===== config.mk =====
export PLATFORM = sky130hd
export DESIGN_NAME = audio_clk_div
export DESIGN_NICKNAME = d
export VERILOG_FILES = /design/src/rtl/acd_pkg.sv /design/src/rtl/acd_count_stage.sv /design/src/rtl/acd_lane.sv /design/src/rtl/audio_clk_div.sv
export SDC_FILE = /design/constraint.sdc
export NUM_CORES = 1
export LEC_CHECK = 0
export BUFFER_PORTS_ARGS = -buffer_cell sky130_fd_sc_hd__buf_4
export CAP_MARGIN = 25
export CELL_PAD_IN_SITES_DETAIL_PLACEMENT = 1
export CELL_PAD_IN_SITES_GLOBAL_PLACEMENT = 2
export CORE_ASPECT_RATIO = 0.75
export CORE_UTILIZATION = 33
export CTS_CLUSTER_SIZE = 20
export DETAILED_ROUTE_END_ITERATION = 6
export GPL_TIMING_DRIVEN = 0
export PLACE_DENSITY_LB_ADDON = 0.2
export SYNTH_ARGS = -nofsm -noshare
export SYNTH_HDL_FRONTEND = slang
export SYNTH_SLANG_ARGS = --single-unit
export TNS_END_PERCENT = 30

===== constraint.sdc =====
create_clock -name clk -period 2.7 [get_ports clk]
set_clock_uncertainty 0.15 [all_clocks]
set_input_delay 0.54 -clock clk [delete_from_list [all_inputs] [get_ports clk]]
set_output_delay 0.54 -clock clk [all_outputs]
set_load 0.01 [all_outputs]

===== src/rtl/acd_pkg.sv =====
package acd_pkg;

  typedef enum logic {
    SRC_SYS = 1'b0,
    SRC_OSC = 1'b1
  } src_e;

  // Reload value of the prescale stage for a given prescale selection.
  function automatic int unsigned pre_reload(logic pre8, int unsigned pre_div);
    return pre8 ? (pre_div - 1) : 0;
  endfunction

  // Rising transition between two samples of a level.
  function automatic logic rise_of(logic now_v, logic was_v);
    return now_v & ~was_v;
  endfunction

  // Any transition between two samples of a level.
  function automatic logic flip_of(logic now_v, logic was_v);
    return now_v ^ was_v;
  endfunction

endpackage


===== src/rtl/acd_count_stage.sv =====
// One down-counting divide stage. It emits a terminal pulse on every
// reload-plus-one input events. The reload value is sampled only at
// terminal count, so a new value never shortens a period in progress.
module acd_count_stage #(
  parameter int W = 8
) (
  input  logic         clk,
  input  logic         rst,
  input  logic         ev_i,
  input  logic [W-1:0] reload_i,
  output logic         tc_o
);

  logic [W-1:0] cnt;
  logic         at_zero;

  assign at_zero = (cnt == '0);
  assign tc_o    = ev_i & at_zero;

  always_ff @(posedge clk) begin
    if (rst) begin
      cnt <= '0;
    end else if (ev_i) begin
      if (at_zero) cnt <= reload_i;
      else         cnt <= cnt - 1'b1;
    end
  end

endmodule


===== src/rtl/acd_lane.sv =====
// One direction of the clock chain: reference select, prescale, main
// divide, optional oscillator passthrough, pin direction, fine divide
// and output polarity.
module acd_lane
  import acd_pkg::*;
#(
  parameter int MW      = 8,
  parameter int FW      = 4,
  parameter int PRE_DIV = 8
) (
  input  logic          clk,
  input  logic          rst,
  input  logic          ref_sys_i,
  input  logic          ref_osc_i,
  input  logic          mclk_in_i,
  input  logic          src_sel_i,
  input  logic          pre8_i,
  input  logic [MW-1:0] mdiv_i,
  input  logic [FW-1:0] fdiv_i,
  input  logic          pass_i,
  input  logic          mdir_out_i,
  input  logic          inv_m_i,
  input  logic          inv_b_i,
  output logic          mclk_o,
  output logic          mclk_oe_o,
  output logic          bclk_o,
  output logic          pt_act_o,
  output logic          mtog_o,
  output logic          btog_o
);

  localparam int PW = (PRE_DIV > 1) ? $clog2(PRE_DIV) : 1;

  // Previous samples of the incoming levels
  logic sys_q, osc_q, ext_q;

  always_ff @(posedge clk) begin
    if (rst) begin
      sys_q <= 1'b0;
      osc_q <= 1'b0;
      ext_q <= 1'b0;
    end else begin
      sys_q <= ref_sys_i;
      osc_q <= ref_osc_i;
      ext_q <= mclk_in_i;
    end
  end

  // Mode decode
  logic src_osc, pt_act, run_div;

  assign src_osc = (src_e'(src_sel_i) == SRC_OSC);
  assign pt_act  = pass_i & src_osc & mdir_out_i;
  assign run_div = mdir_out_i & ~pt_act;

  // Reference edge events
  logic ref_rise;

  assign ref_rise = src_osc ? rise_of(ref_osc_i, osc_q)
                            : rise_of(ref_sys_i, sys_q);

  // Prescale and main divide stages
  logic [PW-1:0] pre_rl;
  logic          tc_pre, tc_m;

  assign pre_rl = PW'(pre_reload(pre8_i, PRE_DIV));

  acd_count_stage #(.W(PW)) u_pre (
    .clk      (clk),
    .rst      (rst),
    .ev_i     (ref_rise & run_div),
    .reload_i (pre_rl),
    .tc_o     (tc_pre)
  );

  acd_count_stage #(.W(MW)) u_main (
    .clk      (clk),
    .rst      (rst),
    .ev_i     (tc_pre),
    .reload_i (mdiv_i),
    .tc_o     (tc_m)
  );

  // Half-period events feeding the fine divider
  logic half_ev, tc_f;

  always_comb begin
    if (!mdir_out_i)  half_ev = flip_of(mclk_in_i, ext_q);
    else if (pt_act)  half_ev = flip_of(ref_osc_i, osc_q);
    else              half_ev = tc_m;
  end

  acd_count_stage #(.W(FW)) u_fine (
    .clk      (clk),
    .rst      (rst),
    .ev_i     (half_ev),
    .reload_i (fdiv_i),
    .tc_o     (tc_f)
  );

  // Internal clock levels
  logic mclk_div, bclk_int, mclk_sel;

  always_ff @(posedge clk) begin
    if (rst) begin
      mclk_div <= 1'b0;
      bclk_int <= 1'b0;
    end else begin
      if (tc_m) mclk_div <= ~mclk_div;
      if (tc_f) bclk_int <= ~bclk_int;
    end
  end

  assign mclk_sel = pt_act ? osc_q : mclk_div;

  // Registered outputs with polarity; held low in reset
  always_ff @(posedge clk) begin
    if (rst) begin
      mclk_o    <= 1'b0;
      mclk_oe_o <= 1'b0;
      bclk_o    <= 1'b0;
    end else begin
      mclk_o    <= mdir_out_i ? (mclk_sel ^ inv_m_i) : 1'b0;
      mclk_oe_o <= mdir_out_i;
      bclk_o    <= bclk_int ^ inv_b_i;
    end
  end

  assign pt_act_o = pt_act;
  assign mtog_o   = tc_m;
  assign btog_o   = tc_f;

endmodule


===== src/rtl/audio_clk_div.sv =====
// Two-lane audio clock divider: lane 0 transmit, lane 1 receive.
module audio_clk_div #(
  parameter int NL      = 2,
  parameter int MW      = 8,
  parameter int FW      = 4,
  parameter int PRE_DIV = 8
) (
  input  logic             clk,
  input  logic             rst,
  input  logic             ref_sys_i,
  input  logic             ref_osc_i,
  input  logic [NL-1:0]    mclk_in_i,
  input  logic [NL-1:0]    src_sel_i,
  input  logic [NL-1:0]    pre8_i,
  input  logic [NL*MW-1:0] mdiv_i,
  input  logic [NL*FW-1:0] fdiv_i,
  input  logic [NL-1:0]    pass_i,
  input  logic [NL-1:0]    mdir_out_i,
  input  logic [NL-1:0]    inv_m_i,
  input  logic [NL-1:0]    inv_b_i,
  output logic [NL-1:0]    mclk_o,
  output logic [NL-1:0]    mclk_oe_o,
  output logic [NL-1:0]    bclk_o
);

  // Internal events brought out for the checker
  logic [NL-1:0] lane_pt_act;
  logic [NL-1:0] lane_mtog;
  logic [NL-1:0] lane_btog;

  for (genvar g = 0; g < NL; g++) begin : g_lane
    acd_lane #(
      .MW      (MW),
      .FW      (FW),
      .PRE_DIV (PRE_DIV)
    ) u_lane (
      .clk        (clk),
      .rst        (rst),
      .ref_sys_i  (ref_sys_i),
      .ref_osc_i  (ref_osc_i),
      .mclk_in_i  (mclk_in_i[g]),
      .src_sel_i  (src_sel_i[g]),
      .pre8_i     (pre8_i[g]),
      .mdiv_i     (mdiv_i[g*MW +: MW]),
      .fdiv_i     (fdiv_i[g*FW +: FW]),
      .pass_i     (pass_i[g]),
      .mdir_out_i (mdir_out_i[g]),
      .inv_m_i    (inv_m_i[g]),
      .inv_b_i    (inv_b_i[g]),
      .mclk_o     (mclk_o[g]),
      .mclk_oe_o  (mclk_oe_o[g]),
      .bclk_o     (bclk_o[g]),
      .pt_act_o   (lane_pt_act[g]),
      .mtog_o     (lane_mtog[g]),
      .btog_o     (lane_btog[g])
    );
  end

endmodule


==> key figures, run 1 <==
STA
  • Worst slew pin tran: 0.683 ns
  • Slew Limit Fails: 0
  • RSZ-0062 raised after global routing: no
  • Slew HR: 54.4%
  • Final period util: 87.9%
  • Final Hold Violating Endpoints: 0
  • Setup TNS: 0 ns
  • Max Freq: 422 MHz
  • Final worst slack: 0.328 ns
  • # setup viols final: 0
  • Hold slack: 0.316 ns
  • Fin crit period: 2.37 ns

Die
  • Core region area: 7880 um^2
  • Die Y: 80.0 um
  • Placement row count: 28
  • Initial Util: 33.9%
  • I/O pin cnt: 48
  • Die X: 106 um
  • Die area: 8470 um^2

Yosys
  • Register bit total from synthesis: 44
  • EDFF count, synth: 0
  • Cell count after synthesis: 315
  • Synthesized area: 2670 um^2
  • Library cells used by synthesis: 55
  • Top_reg_cell synth: dfxtp_1
  • Synth cell count leaders: 44 x dfxtp_1, 27 x a21oi_1, 23 x o21ai_0
  • Top-count cell post-synth: dfxtp_1
  • Syn Nets: 368
  • Post-synthesis sequential area ratio: 32.9%
  • Synth area leaders: dfxtp_1 33%, ha_1 5.1%, a21oi_1 5.1%
  • Async SR Flop Fraction: 0%
  • Synth warnings: 0
  • Dominant cell type by area after synthesis: dfxtp_1
  • Syn avg cell area: 8.49 um^2
  • Yosys top cell area share: 32.9%

Job
  • Max Cap Viol: 0

Place
  • Post-DP Area: 3150 um^2
  • Number of I/O port buffers: 46
  • Pre-CTS setup slack: 0.0893 ns
  • Hpwl dp: 5960 um
  • Placer congestion estimate: 0.757

Critical path
  • Slowest-stage cell, CP: nor3b_4
  • Stages on the worst setup path: 7
  • Critical path startpoint category: flip-flop
  • Critical Path RT: 2.71 ns
  • Max FO, Critical Path: 10
  • CP top delay family: buffers and inverters
  • Most used cell, CP: a21oi_1
  • WP buf/inv: 2
  • Crit Path Class: flip-flop to flip-flop
  • Slowest Stage Delay on Critical Path: 0.46 ns
  • Crit path DAT: 2.38 ns
  • Flop-to-flop setup slack: 0.33 ns
  • R2R cell count: 7
  • CP endpoint kind: flip-flop
  • Worst-path cell chain: inv_1, ha_1, nor3b_4, clkbuf_1, a21oi_1, o21ai_0, a21oi_1

Cells and area
  • Reg with most FFs: g_lane.u_lane.u_main.cnt
  • FILL cells: 953
  • Largest registers: g_lane.u_lane.u_main.cnt: 16 flops, g_lane.u_lane.u_fine.cnt: 8 flops, g_lane.u_lane.u_pre.cnt: 6 flops
  • Layout area overhead: 22.1%
  • ANT cells: 0
  • Max FFs per register: 16
  • Design area: 3260 um^2
  • Layout cells sized above 1: 21.1%
  • Final #Nets: 421

Clock network
  • Clk_lat worst skew: 0.30 ns
  • H-tree levels: 2
  • CTS max path bufs: 2
  • Total setup buffers inserted after CTS: 0
  • Clock Pin Slew Worst Setup and Hold Paths: 0.09 ns
  • CTS buffer count: 5
  • CTS tree: yes
  • Root buffer cell: clkbuf_8
  • CTS Sinks: 44
  • Hold_buf cts: 0

Power and ir drop
  • Overall Power: 2040 uW
  • Int Pwr: 1330 uW
  • Power Dens Cells: 625 nW/um^2
  • Net Sw Power: 711 uW
  • P_leak: 0.00132 uW
  • Worst vdd ir: 0.243 mV
  • Sequential share of power: 39.0%
  • Sw Share: 34.9%
  • Comb pwr share: 35.7%
  • Clock share of power: 25.3%

Drt
  • Via count: 2538
  • DRT antenna net count: 0
  • Via density: 5.35
  • Final wirelength: 7940 um
  • 1st-pass router iterations: 4
  • DRC: 0
  • 1st-iter DRT viols: 105
  • Post-detailed-route wirelength per cell: 16.7 um

Global routing
  • First-pass GRT wire length: 12900 um
  • GRT Total Usage: 19.7%
  • Total gr overflow: 0
  • Largest net degree at the start of global routing: 14
  • Antenna violations before repair: 0
  • Vias in the first global route: 2445

Hold path
  • Hold Path Depth: 2
  • Worst hold path type: input port to flip-flop

Run status
  • Status: finished, final reports clean
## what timing repair did
action / in CTS / in global routing
endpoints found under the hold margin: 0 / 0
setup endpoints to repair: 0 / 1
resized for setup: 0 / 1
## path summary, 6_finish.rpt
kind	startpoint	end
worst min register to register	g_lane[1].u_lane.mclk_div	g_lane[1].u_lane.mclk_div
worst max-delay path	g_lane[1].u_lane.u_main.cnt[0]	g_lane[1].u_lane.u_main.cnt[4]
worst min-delay path	mclk_in_i[1]	g_lane[1].u_lane.ext_q
worst max register to register	g_lane[1].u_lane.u_main.cnt[0]	g_lane[1].u_lane.u_main.cnt[4]
## routing by layer
layer | GRT usage (%) | routed length (um)
met5 | 0 | 0
met1 | 29.6 | 4280
met3 | 3.59 | 310
met2 | 29.0 | 3300
met4 | 3.89 | 47
## cells in the final DEF, fill, tap and decap left out, drive strengths merged, types with 3 or more instances in the layout
master / count
nor2b: 11
clkbuf: 14
nand3: 8
a211o: 3
nand2b: 6
and3b: 3
dfxtp: 44
ha: 11
mux2: 4
o22ai: 5
nor4: 3
a211oi: 4
nor3: 9
o21ai: 23
or3b: 4
o32ai: 5
nand3b: 4
and3: 6
xnor2: 6
a21oi: 27
inv: 19
or3: 5
o211ai: 3
a311oi: 7
or4: 6
nand2: 10
nor2: 19
o41ai: 4
and2: 3
mux2i: 8
nor3b: 4
buf: 57
o21a: 4
## power by group through the flow
stage	clock network [uW]	registers [uW]	logic (uW)
final	515	796	728
after detailed placement	0	808	727
after CTS	527	794	733
after floorplan	0	786	519
after global routing	553	807	816
after global placement	0	806	710
## layout make-up
class / count / area (um^2) / share of cell area, %
inverter: 19 / 71.3 / 2.18
tap: 105 / 131 / 4.02
clock buffer: 6 / 72.6 / 2.22
buffer: 19 / 98.8 / 3.03
multi-input combinational: 233 / 1630 / 49.9
sequential: 44 / 881 / 27.0
clock inverter: 2 / 35.0 / 1.07
timing repair buffer: 46 / 345 / 10.6
## kinds of logic (layout without fill, tap and decap cells)
| kind of cell | Yosys count | in the layout | synth area share (%) |
|---|---|---|---|
| simple gates | 103 | 103 | 23.2 |
| compound gates | 101 | 101 | 25.7 |
| flops | 44 | 44 | 32.9 |
| buf+inv | 38 | 92 | 6.36 |
| mux | 12 | 12 | 4.68 |
| fa+ha+maj | 11 | 11 | 5.15 |
| xor+xnor | 6 | 6 | 1.97 |
## stage by stage
stage,util [%],std cells
global placement,40.0,466
global route,41.4,474
CTS,41.3,474
detailed placement,40.0,466
floorplan,-,315
finish,41.4,474
Note: power is estimated with default switching activity, not from simulation.
==> inputs of run 2 (changes only) <==
ABC_AREA = 1   (was default)
CORE_UTILIZATION = 25   (was 33)
==> run 2 against run 1 <==
First-iteration DRC count shrank 21%. Sequential share of layout area shrank 0.12 points. Die area increased by 29%. Clock power is 22% higher. Count of clock-buffer cells in the layout is 2 higher. Global-route usage is 5.7 points lower. Register-to-register slack gained 0.46 ns. Utilization down 8.4 points. Critical path type unchanged. Critical endpoint is now g_lane[1].u_lane.u_fine.cnt[1].
==> key figures, run 2 <==
STA
  • Setup TNS: 0 ns (unchanged)
  • RSZ-0062 raised after global routing: no (unchanged)
  • Slew Limit Fails: 0 (unchanged)
  • Final period util: 70.7% (was 87.9%)
  • Max Freq: 524 MHz (was 422 MHz)
  • # setup viols final: 0 (unchanged)
  • Fin crit period: 1.91 ns (was 2.37 ns)
  • Slew HR: 56.2% (was 54.4%)
  • Worst slew pin tran: 0.657 ns (was 0.683 ns)
  • Final Hold Violating Endpoints: 0 (unchanged)

Drt
  • Via count: 2512 (was 2538)
  • Final wirelength: 7270 um (was 7940 um)
  • DRT antenna net count: 0 (unchanged)
  • Via density: 4.41 (was 5.35)
  • Post-detailed-route wirelength per cell: 12.8 um (was 16.7 um)
  • DRC: 0 (unchanged)
  • 1st-iter DRT viols: 83 (was 105)
  • 1st-pass router iterations: 4 (unchanged)

Cells and area
  • FILL cells: 1297 (was 953)
  • Layout cells sized above 1: 20.1% (was 21.1%)
  • Post-Layout Cell Count: 570 (was 474)
  • Commonest non-fill, non-tap cell in the layout: nand2_1 (was buf_4)
  • Final #Nets: 490 (was 421)
  • Max FFs per register: 16 (unchanged)
  • Largest registers: g_lane.u_lane.u_main.cnt: 16 flops, g_lane.u_lane.u_fine.cnt: 8 flops, g_lane.u_lane.u_pre.cnt: 6 flops (unchanged)
  • ANT cells: 0 (unchanged)
  • Layout area overhead: 25.0% (was 22.1%)
  • Design area: 3280 um^2 (was 3260 um^2)
  • Reg with most FFs: g_lane.u_lane.u_main.cnt (unchanged)
  • Commonest cells after routing, fill and taps aside: 69 x nand2_1, 53 x nor2_1, 52 x inv_1, 52 x buf_4, 44 x dfxtp_1 (was 52 x buf_4, 44 x dfxtp_1, 27 x a21oi_1)

Clock network
  • Clock Pin Slew Worst Setup and Hold Paths: 0.06 ns (was 0.09 ns)
  • Root buffer cell: clkbuf_16 (was clkbuf_8)
  • Clk_lat worst skew: 0.28 ns (was 0.30 ns)
  • CTS buffer count: 5 (unchanged)
  • CTS Sinks: 44 (unchanged)
  • Hold_buf cts: 0 (unchanged)
  • Post_cts resized: 0 (unchanged)
  • H-tree levels: 2 (unchanged)
  • Total setup buffers inserted after CTS: 0 (unchanged)
  • CTS tree: yes (unchanged)
  • CTS max path bufs: 2 (unchanged)

Critical path
  • Slowest-stage cell, CP: dfxtp_1 (was nor3b_4)
  • Slowest Stage Delay on Critical Path: 0.33 ns (was 0.46 ns)
  • Critical path startpoint category: flip-flop (unchanged)
  • Critical Path RT: 2.73 ns (was 2.71 ns)
  • Crit Path Class: flip-flop to flip-flop (unchanged)
  • Flop-to-flop setup slack: 0.79 ns (was 0.33 ns)
  • Crit path DAT: 1.94 ns (was 2.38 ns)
  • Max FO, Critical Path: 8 (was 10)
  • CP endpoint kind: flip-flop (unchanged)
  • Worst-path cell chain: inv_1, ha_1, nand3_1, nor2_2, nand3_2, nand2_2, inv_1, nor2_1, nor2_1 (was inv_1, ha_1, nor3b_4, clkbuf_1, a21oi_1, o21ai_0, a21oi_1)

Yosys
  • Post-synthesis sequential area ratio: 33.6% (was 32.9%)
  • Top-count cell post-synth: nand2_1 (was dfxtp_1)
  • EDFF count, synth: 0 (unchanged)
  • Synth warnings: 0 (unchanged)
  • Top_reg_cell synth: dfxtp_1 (unchanged)
  • Synthesized area: 2620 um^2 (was 2670 um^2)
  • Dominant cell type by area after synthesis: dfxtp_1 (unchanged)
  • Yosys top cell area share: 33.6% (was 32.9%)
  • Library cells used by synthesis: 28 (was 55)
  • Synth area leaders: dfxtp_1 34%, nand2_1 9.9%, nor2_1 7.6% (was dfxtp_1 33%, ha_1 5.1%, a21oi_1 5.1%)
  • Synth cell count leaders: 69 x nand2_1, 53 x nor2_1, 52 x inv_1 (was 44 x dfxtp_1, 27 x a21oi_1, 23 x o21ai_0)
  • Register bit total from synthesis: 44 (unchanged)
  • Syn Nets: 437 (was 368)
  • Syn avg cell area: 6.83 um^2 (was 8.49 um^2)
  • Async SR Flop Fraction: 0% (unchanged)
  • Cell count after synthesis: 384 (was 315)

Die
  • Core region area: 9930 um^2 (was 7880 um^2)
  • Die area: 10900 um^2 (was 8470 um^2)
  • Initial Util: 26.4% (was 33.9%)
  • I/O pin cnt: 48 (unchanged)
  • Placement row count: 31 (was 28)
  • Die Y: 90.7 um (was 80.0 um)
  • Die X: 120 um (was 106 um)

Place
  • Placer congestion estimate: 0.748 (was 0.757)
  • Post-DP Area: 3130 um^2 (was 3150 um^2)
  • Placed cell count: 562 (was 466)
  • Number of I/O port buffers: 46 (unchanged)
  • Hpwl dp: 5710 um (was 5960 um)

Power and ir drop
  • Sw Share: 35.8% (was 34.9%)
  • Sequential share of power: 35.8% (was 39.0%)
  • Worst vdd ir: 0.217 mV (was 0.243 mV)
  • Comb pwr share: 34.9% (was 35.7%)
  • Net Sw Power: 767 uW (was 711 uW)
  • Power Dens Cells: 653 nW/um^2 (was 625 nW/um^2)
  • P_leak: 0.00152 uW (was 0.00132 uW)
  • Clock share of power: 29.3% (was 25.3%)
  • Int Pwr: 1380 uW (was 1330 uW)

Global routing
  • Vias in the first global route: 2540 (was 2445)
  • Total gr overflow: 0 (unchanged)
  • Antenna violations before repair: 0 (unchanged)
  • First-pass GRT wire length: 12100 um (was 12900 um)
  • GRT Total Usage: 14.0% (was 19.7%)
  • Largest net degree at the start of global routing: 13 (was 14)

Hold path
  • Worst hold path type: input port to flip-flop (unchanged)

Job
  • Max Cap Viol: 0 (unchanged)

Run status
  • Status: finished, final reports clean (unchanged)
-- run 2: cell count changes after synthesis, moves of 8 or more --
| cell | before | now |
|---|---|---|
| inv_1 | 19 | 52 |
| mux2i_1 | 8 | 0 |
| nand2_1 | 10 | 69 |
| nand3_1 | 8 | 29 |
| nor2_1 | 19 | 53 |
| nor2b_1 | 11 | 0 |
| nor3_1 | 9 | 0 |
| o21ai_0 | 23 | 39 |
-- run 2: kinds of logic (layout without fill, tap and decap cells) --
logic type / Yosys count / count (layout) / share of synthesized area, %
adders and majority gates: 11 / 11 / 5.25
DFF: 44 / 44 / 33.6
xor gates and xnor gates: 13 / 13 / 4.34
and+or+nand+nor: 173 / 173 / 30.2
AOI/OAI and AO/OA: 74 / 74 / 15.2
buffers and inverters: 69 / 123 / 11.4
-- run 2: worst paths after layout --
path | from | endpoint | cells past startpoint
max | g_lane[1].u_lane.u_main.cnt[0] | g_lane[1].u_lane.u_fine.cnt[1] | 9
min | inv_m_i[1] | g_lane[1].u_lane.mclk_o | 2
max reg2reg | g_lane[1].u_lane.u_main.cnt[0] | g_lane[1].u_lane.u_fine.cnt[1] | 9
min reg2reg | g_lane[1].u_lane.u_main.cnt[1] | g_lane[1].u_lane.u_main.cnt[1] | 2
-- run 2: cell type report --
| cell class | count | area (um^2) | area share (%) |
|---|---|---|---|
| Clock buffer | 8 | 146 | 4.46 |
| Tap cell | 132 | 165 | 5.04 |
| Sequential cell | 44 | 881 | 26.9 |
| Timing Repair Buffer | 46 | 345 | 10.5 |
| Inverter | 56 | 210 | 6.41 |
| Buffer | 13 | 87.6 | 2.67 |
| Multi-Input combinational cell | 271 | 1440 | 44.0 |
-- run 2: through the flow --
stage / worst slack, ns / util (%) / power (uW) / hold slack, ns
6_report: 0.790 / 33.0 / 2140 / 0.286
5_1_grt: 0.563 / 33.0 / 2310 / 0.283
2_1_floorplan: 1.04 / - / 1310 / 0.293
3_5_place_dp: 0.637 / 31.6 / 1530 / 0.325
4_1_cts: 0.782 / 33.0 / 2180 / 0.274
3_3_place_gp: 0.662 / 31.6 / 1520 / 0.305
-- run 2: power groups by stage --
stage	Clock, uW	Combinational (uW)	Sequential [uW]
2_1_floorplan	0	543	768
3_3_place_gp	0	738	778
3_5_place_dp	0	753	780
4_1_cts	654	756	767
5_1_grt	679	859	776
6_report	628	747	767
-- run 2: critical path, delay by kind of cell (launching register included) --
kind | cells | cell delay (ns)
AND/OR/NAND/NOR | 6 | 0.89
adder cells (fa/ha/maj) | 1 | 0.18
flip-flops | 1 | 0.33
buffers and inverters | 2 | 0.24
-- run 2: metal layers --
metal  vias to the layer above  part of all wire, %  GRT usage (%)
met3                         9                  3.5           3.22
met4                         0                  1.4           4.22
met5                         -                    0              0
li1                       1324                    -              -
met2                        36                   39           19.8
met1                      1143                   56           20.6
==> inputs of run 3 (changes only) <==
clock period = 2 ns   (was 2.7 ns; I/O delays follow)
==> run 3 against run 2 <==
Final cell count stayed put. Die area stayed put. Count of clock-buffer cells in the layout stayed put. First-iteration DRC count is 6.0% higher. Utilization is 0.10 points higher. Critical path type unchanged. Highest routed layer unchanged.
==> key figures, run 3 (same netlist as run 2, synthesis figures left out) <==
Critical path
  • Max FO, Critical Path: 10 (was 8)
  • Slowest-stage cell, CP: dfxtp_1 (unchanged)
  • R2R cell count: 9 (unchanged)
  • CP top delay family: simple AND/OR/NAND/NOR gates (unchanged)
  • Critical Path RT: 2.00 ns (was 2.73 ns)
  • Slowest Stage Delay on Critical Path: 0.37 ns (was 0.33 ns)
  • WP buf/inv: 3 (was 2)
  • Crit Path Class: flip-flop to flip-flop (unchanged)
  • Crit path DAT: 1.78 ns (was 1.94 ns)
  • Critical path startpoint category: flip-flop (unchanged)
  • Stages on the worst setup path: 9 (unchanged)
  • CP endpoint kind: flip-flop (unchanged)
  • Worst-path cell chain: inv_2, ha_1, nand3_1, inv_1, nand2_1, buf_2, nand3_1, nand2_1, a21oi_2 (was inv_1, ha_1, nand3_1, nor2_2, nand3_2, nand2_2, inv_1, nor2_1, nor2_1)

Power and ir drop
  • Sequential share of power: 35.7% (was 35.8%)
  • Worst vdd ir: 0.293 mV (was 0.217 mV)
  • Int Pwr: 1860 uW (was 1380 uW)
  • Clock share of power: 29.2% (was 29.3%)
  • Net Sw Power: 1040 uW (was 767 uW)
  • Sw Share: 35.8% (about the same)
  • P_leak: 0.00153 uW (was 0.00152 uW)
  • Power Dens Cells: 882 nW/um^2 (was 653 nW/um^2)
  • Comb pwr share: 35.1% (was 34.9%)

Cells and area
  • Layout cells sized above 1: 20.3% (was 20.1%)
  • ANT cells: 0 (unchanged)
  • Max FFs per register: 16 (unchanged)
  • Reg with most FFs: g_lane.u_lane.u_main.cnt (unchanged)
  • Commonest cells after routing, fill and taps aside: 69 x nand2_1, 53 x nor2_1, 52 x buf_4 (was 69 x nand2_1, 53 x nor2_1, 52 x inv_1, 52 x buf_4, 44 x dfxtp_1)
  • Largest registers: g_lane.u_lane.u_main.cnt: 16 flops, g_lane.u_lane.u_fine.cnt: 8 flops, g_lane.u_lane.u_pre.cnt: 6 flops (unchanged)
  • Post-Layout Cell Count: 570 (unchanged)
  • FILL cells: 1298 (was 1297)
  • Final #Nets: 490 (unchanged)
  • Commonest non-fill, non-tap cell in the layout: nand2_1 (unchanged)
  • Layout area overhead: 25.4% (was 25.0%)

Place
  • Hpwl dp: 5710 um (unchanged)
  • Placer congestion estimate: 0.748 (unchanged)
  • Number of I/O port buffers: 46 (unchanged)
  • Placed cell count: 562 (unchanged)

Hold path
  • Hold Path Depth: 2 (unchanged)
  • Worst hold path type: input port to flip-flop (unchanged)

Clock network
  • Clock Pin Slew Worst Setup and Hold Paths: 0.06 ns (about the same)
  • Hold_buf cts: 0 (unchanged)
  • Total setup buffers inserted after CTS: 0 (unchanged)
  • CTS max path bufs: 2 (unchanged)
  • H-tree levels: 2 (unchanged)
  • CTS tree: yes (unchanged)
  • CTS buffer count: 5 (unchanged)
  • Clk_lat worst skew: 0.28 ns (about the same)
  • CTS Sinks: 44 (unchanged)
  • Root buffer cell: clkbuf_16 (unchanged)

Die
  • Die X: 120 um (unchanged)
  • Initial Util: 26.4% (unchanged)
  • Placement row count: 31 (unchanged)
  • Die area: 10900 um^2 (unchanged)
  • I/O pin cnt: 48 (unchanged)
  • Core region area: 9930 um^2 (unchanged)
  • Die Y: 90.7 um (unchanged)

STA
  • RSZ-0062 raised after global routing: no (unchanged)
  • Fin crit period: 1.78 ns (was 1.91 ns)
  • Final period util: 89.0% (was 70.7%)
  • Worst slew pin tran: 0.657 ns (about the same)
  • # setup viols final: 0 (unchanged)
  • Max Freq: 562 MHz (was 524 MHz)
  • Final Hold Violating Endpoints: 0 (unchanged)
  • Setup TNS: 0 ns (unchanged)
  • Slew HR: 56.2% (about the same)
  • Slew Limit Fails: 0 (unchanged)

Global routing
  • GRT Total Usage: 14.0% (unchanged)
  • Met1 usage: 20.6% (unchanged)
  • Largest net degree at the start of global routing: 13 (unchanged)
  • Met2 GRT Util: 19.8% (unchanged)
  • Total gr overflow: 0 (unchanged)
  • First-pass GRT wire length: 12100 um (unchanged)
  • Antenna violations before repair: 0 (unchanged)
  • Busiest layer in global routing: met1 (unchanged)
  • Met3 capacity usage during global routing: 3.22% (unchanged)
  • Vias in the first global route: 2540 (unchanged)

Run status
  • Status: finished, final reports clean (unchanged)

Drt
  • 1st-pass router iterations: 4 (unchanged)
  • DRC: 0 (unchanged)
  • 1st-iter DRT viols: 88 (was 83)
  • Final wirelength: 7270 um (about the same)
  • Via density: 4.40 (was 4.41)
  • Post-detailed-route wirelength per cell: 12.8 um (about the same)
  • DRT antenna net count: 0 (unchanged)
  • Via count: 2510 (was 2512)

Job
  • Max Cap Viol: 0 (unchanged)
## run 3: worst paths after layout
kind	start	endpoint	slack, ns
max	g_lane[1].u_lane.u_main.cnt[0]	g_lane[1].u_lane.u_main.cnt[6]	0.22
min	inv_m_i[0]	g_lane[0].u_lane.mclk_o	0.15
min reg2reg	g_lane[1].u_lane.u_main.cnt[1]	g_lane[1].u_lane.u_main.cnt[1]	0.33
max reg2reg	g_lane[1].u_lane.u_main.cnt[0]	g_lane[1].u_lane.u_main.cnt[6]	0.22
## run 3: timing repair
item	4_1_cts	5_1_grt
gates resized for setup	0	3
hold endpoints to repair	0	0
setup endpoints to repair	0	5
## run 3: power groups by stage
stage / registers, uW / logic [uW] / clock network, uW
4_1_cts: 1040 / 1020 / 883
3_3_place_gp: 1050 / 996 / 0
5_1_grt: 1050 / 1170 / 916
3_5_place_dp: 1050 / 1020 / 0
2_1_floorplan: 1040 / 733 / 0
6_report: 1040 / 1020 / 848
## run 3: area by class of cell
| cell class | count | area (um^2) | share of cell area (%) |
|---|---|---|---|
| Clock buffer | 8 | 146 | 4.45 |
| Inverter | 56 | 210 | 6.39 |
| Timing Repair Buffer | 46 | 345 | 10.5 |
| Sequential cell | 44 | 881 | 26.8 |
| Tap cell | 132 | 165 | 5.02 |
| Multi-Input combinational cell | 271 | 1450 | 44.2 |
| Buffer | 13 | 87.6 | 2.66 |
## run 3: per-layer routing
layer  share of wire, %  wire (um)
met3                3.9        283
met5                  0          0
met4                1.4        104
met1                 56       4080
met2                 39       2800
## run 3: per-stage QoR
stage	util [%]	hold WS (ns)	cell area, um^2	worst slack, ns	total power [uW]
after detailed placement	31.6	0.325	3130	0.0765	2070
after CTS	33.0	0.134	3280	0.0816	2940
final	33.1	0.146	3290	0.220	2900
after global routing	33.1	0.143	3290	0.0319	3130
after floorplan	-	0.293	2620	0.480	1770
after global placement	31.6	0.305	3130	0.0455	2050
